[config.mk]
export PLATFORM = sky130hd
export DESIGN_NAME = ioexp_shared_pins
export DESIGN_NICKNAME = d
export VERILOG_FILES = /design/src/rtl/ioexp_pkg.sv /design/src/rtl/ioexp_cfg_regs.sv /design/src/rtl/ioexp_pin_arbiter.sv /design/src/rtl/ioexp_capture.sv /design/src/rtl/ioexp_shared_pins.sv
export SDC_FILE = /design/constraint.sdc
export NUM_CORES = 1
export LEC_CHECK = 0
export BUFFER_PORTS_ARGS = -buffer_cell sky130_fd_sc_hd__clkbuf_2
export CAP_MARGIN = 20
export CORE_MARGIN = 2
export CORE_UTILIZATION = 50
export CTS_CLUSTER_DIAMETER = 80
export CTS_CLUSTER_SIZE = 10
export DETAILED_ROUTE_END_ITERATION = 12
export MAX_ROUTING_LAYER = met4
export PLACE_DENSITY = 0.8
export SLEW_MARGIN = 10
export SYNTH_ARGS = -nofsm -noshare
export SYNTH_HDL_FRONTEND = slang
export SYNTH_HIERARCHICAL = 1
export SYNTH_SLANG_ARGS = --single-unit
[constraint.sdc]
create_clock -name clk -period 1.7 [get_ports clk]
set_clock_uncertainty 0.05 [all_clocks]
set_input_delay 0.255 -clock clk [delete_from_list [all_inputs] [get_ports clk]]
set_output_delay 0.255 -clock clk [all_outputs]
set_load 0.005 [all_outputs]
[src/rtl/ioexp_pkg.sv]
package ioexp_pkg;

  localparam int DEF_PINS   = 12;
  localparam int DEF_SHARED = 8;

  // Source a captured bit comes from.
  typedef enum logic {
    SRC_PAD   = 1'b0,
    SRC_LATCH = 1'b1
  } cap_src_e;

  // Converter slot paired with a shared pin: the top pin pairs with slot 0.
  function automatic int dac_slot(input int pin, input int npins);
    return npins - 1 - pin;
  endfunction

endpackage

[src/rtl/ioexp_cfg_regs.sv]
module ioexp_cfg_regs #(
  parameter int W = 12
) (
  input  logic         clk,
  input  logic         rst,
  input  logic         dir_wr,
  input  logic         out_wr,
  input  logic [W-1:0] wr_data,
  output logic [W-1:0] dir_q,
  output logic [W-1:0] dir_nxt,
  output logic [W-1:0] out_q
);

  logic [W-1:0] out_nxt;

  always_comb begin
    dir_nxt = dir_wr ? wr_data : dir_q;
    out_nxt = out_wr ? wr_data : out_q;
  end

  always_ff @(posedge clk) begin
    if (rst) begin
      dir_q <= '0;
      out_q <= '0;
    end else begin
      dir_q <= dir_nxt;
      out_q <= out_nxt;
    end
  end

endmodule

[src/rtl/ioexp_pin_arbiter.sv]
module ioexp_pin_arbiter #(
  parameter int N_PINS   = 12,
  parameter int N_SHARED = 8
) (
  input  logic                clk,
  input  logic                rst,
  input  logic [N_PINS-1:0]   dir_nxt,
  input  logic [N_SHARED-1:0] dac_hiz,
  output logic [N_PINS-1:0]   pin_oe,
  output logic [N_SHARED-1:0] contention
);
  import ioexp_pkg::*;

  localparam int N_DED = N_PINS - N_SHARED;

  for (genvar j = 0; j < N_PINS; j++) begin : g_pin
    if (j < N_DED) begin : g_dedicated
      always_ff @(posedge clk) begin
        if (rst) pin_oe[j] <= 1'b0;
        else     pin_oe[j] <= dir_nxt[j];
      end
    end else begin : g_shared
      localparam int K = dac_slot(j, N_PINS);
      logic analog_free;
      logic blocked;
      always_comb begin
        analog_free = dac_hiz[K];
        blocked     = dir_nxt[j] & ~analog_free;
      end
      always_ff @(posedge clk) begin
        if (rst) begin
          pin_oe[j]     <= 1'b0;
          contention[K] <= 1'b0;
        end else begin
          pin_oe[j]     <= dir_nxt[j] & analog_free;
          contention[K] <= blocked;
        end
      end
    end
  end

endmodule

[src/rtl/ioexp_capture.sv]
module ioexp_capture #(
  parameter int W = 12
) (
  input  logic         clk,
  input  logic         rst,
  input  logic         cap_req,
  input  logic [W-1:0] pin_in,
  input  logic [W-1:0] drv_en,
  input  logic [W-1:0] drv_val,
  output logic [W-1:0] cap_word
);
  import ioexp_pkg::*;

  logic [W-1:0] sensed;

  for (genvar j = 0; j < W; j++) begin : g_bit
    cap_src_e src;
    always_comb begin
      src       = drv_en[j] ? SRC_LATCH : SRC_PAD;
      sensed[j] = (src == SRC_LATCH) ? drv_val[j] : pin_in[j];
    end
  end

  always_ff @(posedge clk) begin
    if (rst)          cap_word <= '0;
    else if (cap_req) cap_word <= sensed;
  end

endmodule

[src/rtl/ioexp_shared_pins.sv]
module ioexp_shared_pins #(
  parameter int N_PINS   = ioexp_pkg::DEF_PINS,
  parameter int N_SHARED = ioexp_pkg::DEF_SHARED
) (
  input  logic                clk,
  input  logic                rst,
  input  logic                dir_wr,
  input  logic                out_wr,
  input  logic                cap_req,
  input  logic [N_PINS-1:0]   wr_data,
  input  logic [N_PINS-1:0]   pin_in,
  input  logic [N_SHARED-1:0] dac_hiz,
  output logic [N_PINS-1:0]   pin_oe,
  output logic [N_PINS-1:0]   pin_out,
  output logic [N_PINS-1:0]   cap_word,
  output logic [N_SHARED-1:0] contention
);

  logic [N_PINS-1:0] dir_q;
  logic [N_PINS-1:0] dir_nxt;
  logic [N_PINS-1:0] out_q;
  logic              unused_dir;

  assign unused_dir = ^dir_q;

  ioexp_cfg_regs #(.W(N_PINS)) u_cfg (
    .clk     (clk),
    .rst     (rst),
    .dir_wr  (dir_wr),
    .out_wr  (out_wr),
    .wr_data (wr_data),
    .dir_q   (dir_q),
    .dir_nxt (dir_nxt),
    .out_q   (out_q)
  );

  ioexp_pin_arbiter #(.N_PINS(N_PINS), .N_SHARED(N_SHARED)) u_arb (
    .clk        (clk),
    .rst        (rst),
    .dir_nxt    (dir_nxt),
    .dac_hiz    (dac_hiz),
    .pin_oe     (pin_oe),
    .contention (contention)
  );

  ioexp_capture #(.W(N_PINS)) u_cap (
    .clk      (clk),
    .rst      (rst),
    .cap_req  (cap_req),
    .pin_in   (pin_in),
    .drv_en   (pin_oe),
    .drv_val  (out_q),
    .cap_word (cap_word)
  );

  assign pin_out = out_q;

endmodule

# Yosys cells after proc, flatten, opt, wreduce, memory -nomap -nowiden
# Cells that the tools add are included.
# word_totals
in_bits	37
word_cells	72
output_inout_bits	44
ff_bits	56
# op_classes
n_bitwise	24
n_mux	25
# ops
cell	n
1-bit two-way mux	24
1-bit AND	16
12-bit two-way mux	1
1-bit inverter	8

# Depth between registers and ports, before layout
# Gate-level depths: netlist (run 1).
# depth
ltp_word	2
ltp_mapped	3
ltp_nobuf	2

# By module
# The synthesis (run 1) kept the hierarchy.
# modules_own_cells
module	instances	seq_area_each_um2	cells_each	area_per_inst_um2
ioexp_cfg_regs	1	480.5	76	1006.0
ioexp_pin_arbiter	1	400.4	42	618.1
ioexp_capture	1	240.2	51	559.3

# Worst setup path before layout (run 1)
# Ideal clock, no wire load.
# synth_path
kind	input to register
start	input port dir_wr
end	register u_arb.pin_oe[10]
t_required_ns	1.534
n_path_buf	1
path_slack_ns	0.663
cell_stages	3
setup_time_ns	0.116
t_arrival_ns	0.871
path_cell_list	buf_6 -> mux2_4 -> and3b_1
# synth_via
elab_chain_len	2
# synth_rtl
item	line	rtl
start: declaration	ioexp_shared_pins.sv:7	input logic dir_wr,
12-bit two-way mux	ioexp_cfg_regs.sv:17	dir_nxt = dir_wr ? wr_data : dir_q;
named net dir_nxt[10]	ioexp_shared_pins.sv:20	logic [N_PINS-1:0] dir_nxt;
1-bit AND	ioexp_pin_arbiter.sv:35	pin_oe[j] <= dir_nxt[j] & analog_free;
end signal: indexed assignment	ioexp_pin_arbiter.sv:35	
end: declaration	ioexp_pin_arbiter.sv:9	output logic [N_PINS-1:0] pin_oe,
# The timed path passes the listed nets, and every way through them passes these cells.
# A chain may end at the register's enable or synchronous reset.

# Worst setup path in the final report (run 1)
# layout_path
start	register u_cfg.out_q[9]
end	output port pin_out[9]
# layout_rtl
item	line	rtl
start: declaration	ioexp_cfg_regs.sv:11	output logic [W-1:0] out_q
start signal: assignment	ioexp_cfg_regs.sv:27	out_q <= out_nxt;
end: declaration	ioexp_shared_pins.sv:14	output logic [N_PINS-1:0] pin_out,
# No word-level cell between the ends.

==> results of run 1 <==
## area by class of cell
type	instances	area [µm²]
clock buffers	6	82.6
clock inverters	2	10.0
fillers	357	1620
multi-input cells	104	978
flip-flops and latches	56	1120
well taps	52	65.1
repair buffers	81	420
## path summary, 6_finish.rpt
path,startpoint,end,depth (start not counted),slack [ns]
worst max-delay path,u_cfg/out_q[9]$_SDFFE_PP0P_,pin_out[9],1,0.59
worst min-delay path,dac_hiz[0],u_arb/contention[0]$_SDFF_PP0_,2,0.07
worst max register to register,u_cfg/dir_q[5]$_SDFF_PP0_,u_arb/pin_oe[5]$_SDFF_PP0_,2,0.79
worst min register to register,u_cap/cap_word[0]$_SDFFE_PP0P_,u_cap/cap_word[0]$_SDFFE_PP0P_,2,0.44
## power by group
group | switching, mW | leakage (nW) | internal, mW
Combinational | 0.146 | 0.763 | 0.189
Sequential | 0.0378 | 0.462 | 1.39
Clock | 0.393 | 0.0510 | 0.326
Total | 0.577 | 1.28 | 1.90
## routing by layer
layer	global-route usage [%]	up-vias	share of wire, %	routed length (µm)
li1	-	739	-	-
met2	26.9	31	51	1900
met4	7.69	0	1.7	63
met5	-	-	0	0
met3	3.17	5	3.7	140
met1	19.1	658	44	1640
## Yosys cell counts
cell type,count,area (µm²)
buf_6,5,56.3
nor2_1,24,90.1
mux2i_1,24,240
dfxtp_1,56,1120
a211oi_2,8,100
nor2b_4,10,138
nor3b_2,8,100
nor2b_1,6,37.5
mux2_4,10,150
buf_2,1,5.00
buf_4,3,22.5
mux2_2,2,22.5
a211oi_1,4,30.0
and3b_1,8,70.1
## cell usage in the layout, fill, tap and decap left out, types with 2 or more instances in the layout
master     n
mux2_2     2
nor3b_2    8
nor2b_1    6
a211oi_2   8
clkbuf_8   6
nor2b_4   10
and3b_1    8
mux2_4    10
clkbuf_2  80
dfxtp_1   56
clkinv_2   2
nor2_1    24
a211oi_1   4
mux2i_1   24
## flip-flops by register name (all words and copies together), names as in the netlist
signal / count
u_cfg/dir_q: 12
u_arb/pin_oe: 12
u_cap/cap_word: 12
u_arb/contention: 8
u_cfg/out_q: 12
## kinds of logic after synthesis
| kind of cell | after synthesis |
|---|---|
| muxes | 36 |
| and+or+nand+nor | 56 |
| DFF | 56 |
| buffers and inverters | 9 |
| AOI/OAI and AO/OA | 12 |
==> results.yml, run 1 <==
worst_setup_path:
  critPathTopFamily: "flip-flops"
  crit_path_cell_trace: "clkbuf_2"
  cp.required_ns: 1.39
  crit_fanout: 3
  worst-path-buf-inv: 1
  cpPeakStageDelay_ns: 0.37
  worst_setup_path_end_kind: "output pin"
  arrival_ns: 0.81
  crit_path_start_kind: "flop"
  crit_slowest_cell: "dfxtp_1"
  timing_worst_setup_path_type: "reg -> out"
synth:
  synth_cell_types: 14
  syn_inst: 169
  avgSynthCellArea_um2: 12.9
  yosysWarnings: 6
  synthSimpleGateAreaFrac_pct: 19.9
  ys_seq_area_share_pct: 51.3
  synthAdderAreaFrac_pct: 0
  synth.net_count: 206
  synth_xor_area_share_pct: 0
  synth_top_family_by_area: "simple AND/OR/NAND/NOR gates"
  synth_area_um2: 2180
  synth_seq_cells: 56
  synthMuxAreaShare_pct: 18.9
  synth_compound_area_share_pct: 5.96
timing:
  fmaxAchievable_mhz: 900
  hold_slack_ns: 0.0723
  fin_setup_tns_ns: 0
  slew_violations: 0
  timing_hold_violations_final: 0
  rsz0062_at_grt: "no"
  min_period_ns: 1.11
  worst_slew_pin_slew_ns: 0.553
  postLayoutSetupSlackWorst_ns: 0.589
  setup-violations-final: 0
  maxSlewHeadroom_pct: 63.1
  post-route-period-util_pct: 65.4
clock_tree:
  cts.hold.buffers_added: 0
  clk_pin_slew_ns: 0.09
  cts.root.buffer_cell: "clkbuf_8"
  cts_tree: "done"
  clock_sinks: 56
  clk_latency_ns: 0.30
  postCtsSetupRepairBufs: 0
  cts_resized: 0
  cts_max_path_buffers: 2
  cts.htree.levels: 2
  numCtsBuffers: 5
floorplan:
  dieArea_um2: 4910
  core-area_um2: 4290
  die_h_um: 70.1
  die_w_um: 70.1
  top_level_ports: 81
  initial_utilization_pct: 50.8
  row_count: 24
finish:
  fin_util_pct: 62.4
  postLayoutCellArea_um2: 2680
  drive_gt1_share_pct: 51.0
  antenna_cells: 0
  synthToLayoutAreaGrowth_pct: 22.6
  fin_cells: 301
  fin_nets: 285
place:
  place_area_um2: 2580
  placed_cells: 293
  place_hpwl_um: 2650
  pre_cts_slack_ns: 0.307
  gp_congestion: 0.679
  io_buffers: 80
routing:
  routed_wl_um: 3740
  num_vias: 1433
  drt_iter0_markers: 62
  remaining_drc_errors: 0
  wl_per_cell_um: 12.4
  ant_nets: 0
  drt-pass1-iter-count: 2
  vias_per_cell: 4.76
power:
  power.density_nw_per_um2: 925
  p_leak_nw: 1.28
  ir_drop_uv: 486
  p_total_mw: 2.48
min_path:
  hp-class: "in -> reg"
global_routing:
  grt_usage_pct: 16.3
  grt_max_degree: 57
  grt_first_pass_wirelength_um: 6200
  grt_overflow_total: 0
  grt_pass1_vias: 1354
  antenna_found_initial: 0
outcome:
  status: "finished, final reports clean"
job:
  maxCapViolCount: 0
Power figures use the tool's default switching activity.
==> run 2: changes to the inputs <==
Settings changed: ABC_AREA set to 1, CORE_UTILIZATION 50 to 49, PLACE_DENSITY 0.8 to 0.78.
Clock period 1.7 ns to 1.05 ns, I/O delays scaled along.
==> results.yml, run 2 <==
global_routing:
  grt_usage_pct: 19.9
  grt_first_pass_wirelength_um: 7880
  grt_overflow_total: 0
  grt_max_degree: 25
  grt_pass1_vias: 1825
  antenna_found_initial: 0
synth:
  ys_seq_area_share_pct: 50.1
  synth_area_um2: 2240
  yosysWarnings: 6
  async_reset_ff_share_pct: 0
  synth_common_cells: "nand2_1, nor2_1, inv_1"
  synth_seq_cells: 56
  syn_inst: 337
  synth.net_count: 374
  synthFlopType: "dfxtp_1"
  synth-edff-count: 0
  synth_area_leaders: "dfxtp_1, nand2_1, nor2_1"
  avgSynthCellArea_um2: 6.65
  synth_area_leader_cell: "dfxtp_1"
  synth_cell_types: 9
  yosysMostFrequentCell: "nand2_1"
  synth.top_cell.area_share_pct: 50.1
finish:
  final_cell_mix: "nand2_1, clkbuf_2, nor2_1, inv_1, dfxtp_1"
  multi_input_area_um2: 781
  fin_nets: 464
  layout_commonest_cell: "nand2_1"
  drive_gt1_share_pct: 25.3
  antenna_cells: 0
  fin_util_pct: 65.3
  fin_cells: 479
  seq_area_um2: 1140
  postLayoutCellArea_um2: 2860
  synthToLayoutAreaGrowth_pct: 27.8
  num-fill-cells: 425
power:
  combPwrFrac_pct: 14.6
  p_switching_mw: 1.03
  clockPowerShare_pct: 29.1
  p_leak_nw: 1.70
  p_total_mw: 4.16
  power.density_nw_per_um2: 1450
  ir_drop_uv: 838
  p_seq_share_pct: 56.3
  intPower_mw: 3.13
  p_sw_share_pct: 24.8
worst_setup_path:
  crit_slowest_cell: "dfxtp_1"
  reg2reg_depth: 5
  worst-path-buf-inv: 1
  crit_fanout: 3
  path_depth: 1
  worst_setup_path_end_kind: "output pin"
  arrival_ns: 0.80
  crit_path_start_kind: "flop"
  regToRegStartpoint: "u_arb/pin_oe[0]$_SDFF_PP0_"
  r2r-end: "u_cap/cap_word[0]$_SDFFE_PP0P_"
  ff2ff_setup_slack_ns: 0.24
  crit_path_cell_trace: "clkbuf_2"
  timing_worst_setup_path_type: "reg -> out"
  critPathTopFamily: "flip-flops"
  crit_path_start: "u_arb/pin_oe[3]$_SDFF_PP0_"
  cpPeakStageDelay_ns: 0.38
  cp.required_ns: 0.84
  timing.critical_path.to: "pin_oe[3]"
outcome:
  status: "finished, final reports clean"
timing:
  slew_violations: 0
  rsz0062_at_grt: "no"
  min_period_ns: 1.01
  post-route-period-util_pct: 96.1
  fmaxAchievable_mhz: 991
  fin_setup_tns_ns: 0
  timing_hold_violations_final: 0
  setup-violations-final: 0
  maxSlewHeadroom_pct: 70.2
  worst_slew_pin_slew_ns: 0.447
floorplan:
  dieArea_um2: 5130
  row_count: 24
  top_level_ports: 81
  initial_utilization_pct: 51.1
  core-area_um2: 4380
  die_w_um: 71.6
  die_h_um: 71.6
clock_tree:
  cts_max_path_buffers: 2
  cts.root.buffer_cell: "clkbuf_8"
  clock_sinks: 56
  cts_tree: "done"
  cts.htree.levels: 2
  numCtsBuffers: 5
  clk_pin_slew_ns: 0.09
  clk_latency_ns: 0.30
place:
  placed_cells: 464
  place_hpwl_um: 3610
  place_area_um2: 2670
  gp_congestion: 0.830
  io_buffers: 80
routing:
  vias_per_cell: 4.33
  wl_per_cell_um: 10.1
  num_vias: 2075
  remaining_drc_errors: 0
  drt-pass1-iter-count: 4
  routed_wl_um: 4850
  ant_nets: 0
  drt_iter0_markers: 69
job:
  maxCapViolCount: 0
min_path:
  hp-class: "in -> reg"
## run 2: changes by cell type in the layout (fill, tap and decap cells not counted), moves of 10 or more
cell	before	now
nand3_1	0	12
dfxtp_1	56	43
nor2b_4	10	0
dfxtp_2	0	13
inv_1	0	64
nand2_1	0	112
mux2_4	10	0
mux2i_1	24	0
nor2_1	24	80
## run 2: timing repair
item	4_1_cts	5_1_grt
endpoints found under the setup margin	2	11
endpoints found under the hold margin	8	0
buffers inserted	0	0
hold buffers	8	0
gates cloned	0	0
resized for setup	2	11
## run 2: power groups by stage
stage | clock network (mW) | registers, mW | logic (mW)
floorplan | 0 | 2.38 | 0.336
global placement | 0 | 2.38 | 0.573
detailed placement | 0 | 2.39 | 0.585
CTS | 1.25 | 2.34 | 0.612
global route | 1.32 | 2.36 | 0.697
finish | 1.21 | 2.34 | 0.609
## run 2: area by class of cell
cell class,count,share of cell area [%]
timing repair buffer,93,18.5
inverter,67,8.79
sequential,56,39.7
multi-input combinational,204,27.3
tap,52,2.27
clock buffer,7,3.37
## run 2: worst min-delay path by stage
stage	slack [ns]	depth (start not counted)	startpoint	endpoint
after detailed placement	0.29	2	dac_hiz[3]	u_arb/contention[3]$_SDFF_PP0_
final	0.09	5	pin_in[11]	u_cap/cap_word[11]$_SDFFE_PP0P_
after floorplan	0.18	1	rst	u_arb/pin_oe[10]$_SDFF_PP0_
after global placement	0.28	2	dac_hiz[3]	u_arb/contention[3]$_SDFF_PP0_
after CTS	0.08	5	pin_in[11]	u_cap/cap_word[11]$_SDFFE_PP0P_
after global routing	0.1	5	pin_in[2]	u_cap/cap_word[2]$_SDFFE_PP0P_
## run 2: logic make-up (layout without fill, tap and decap cells)
| group | after synthesis | count (layout) | synth area share (%) |
|---|---|---|---|
| DFF | 56 | 56 | 50.1 |
| buffers and inverters | 77 | 167 | 15.1 |
| and+or+nand+nor | 204 | 204 | 34.9 |
## run 2: layer usage
layer / wire length (µm) / GRT usage, % / share of wire (%)
met5: 0 / - / 0
met4: 69 / 7.55 / 1.4
met3: 190 / 3.23 / 3.9
met2: 2330 / 32.4 / 48
met1: 2260 / 25.0 / 47
## run 2: stage by stage
stage                     hold WS, ns  setup WS, ns
after floorplan                 0.179         0.337
after global placement          0.282        0.0765
after detailed placement        0.286        0.0733
after CTS                      0.0815       0.00462
after global routing           0.0997       0.00428
final                          0.0868        0.0414
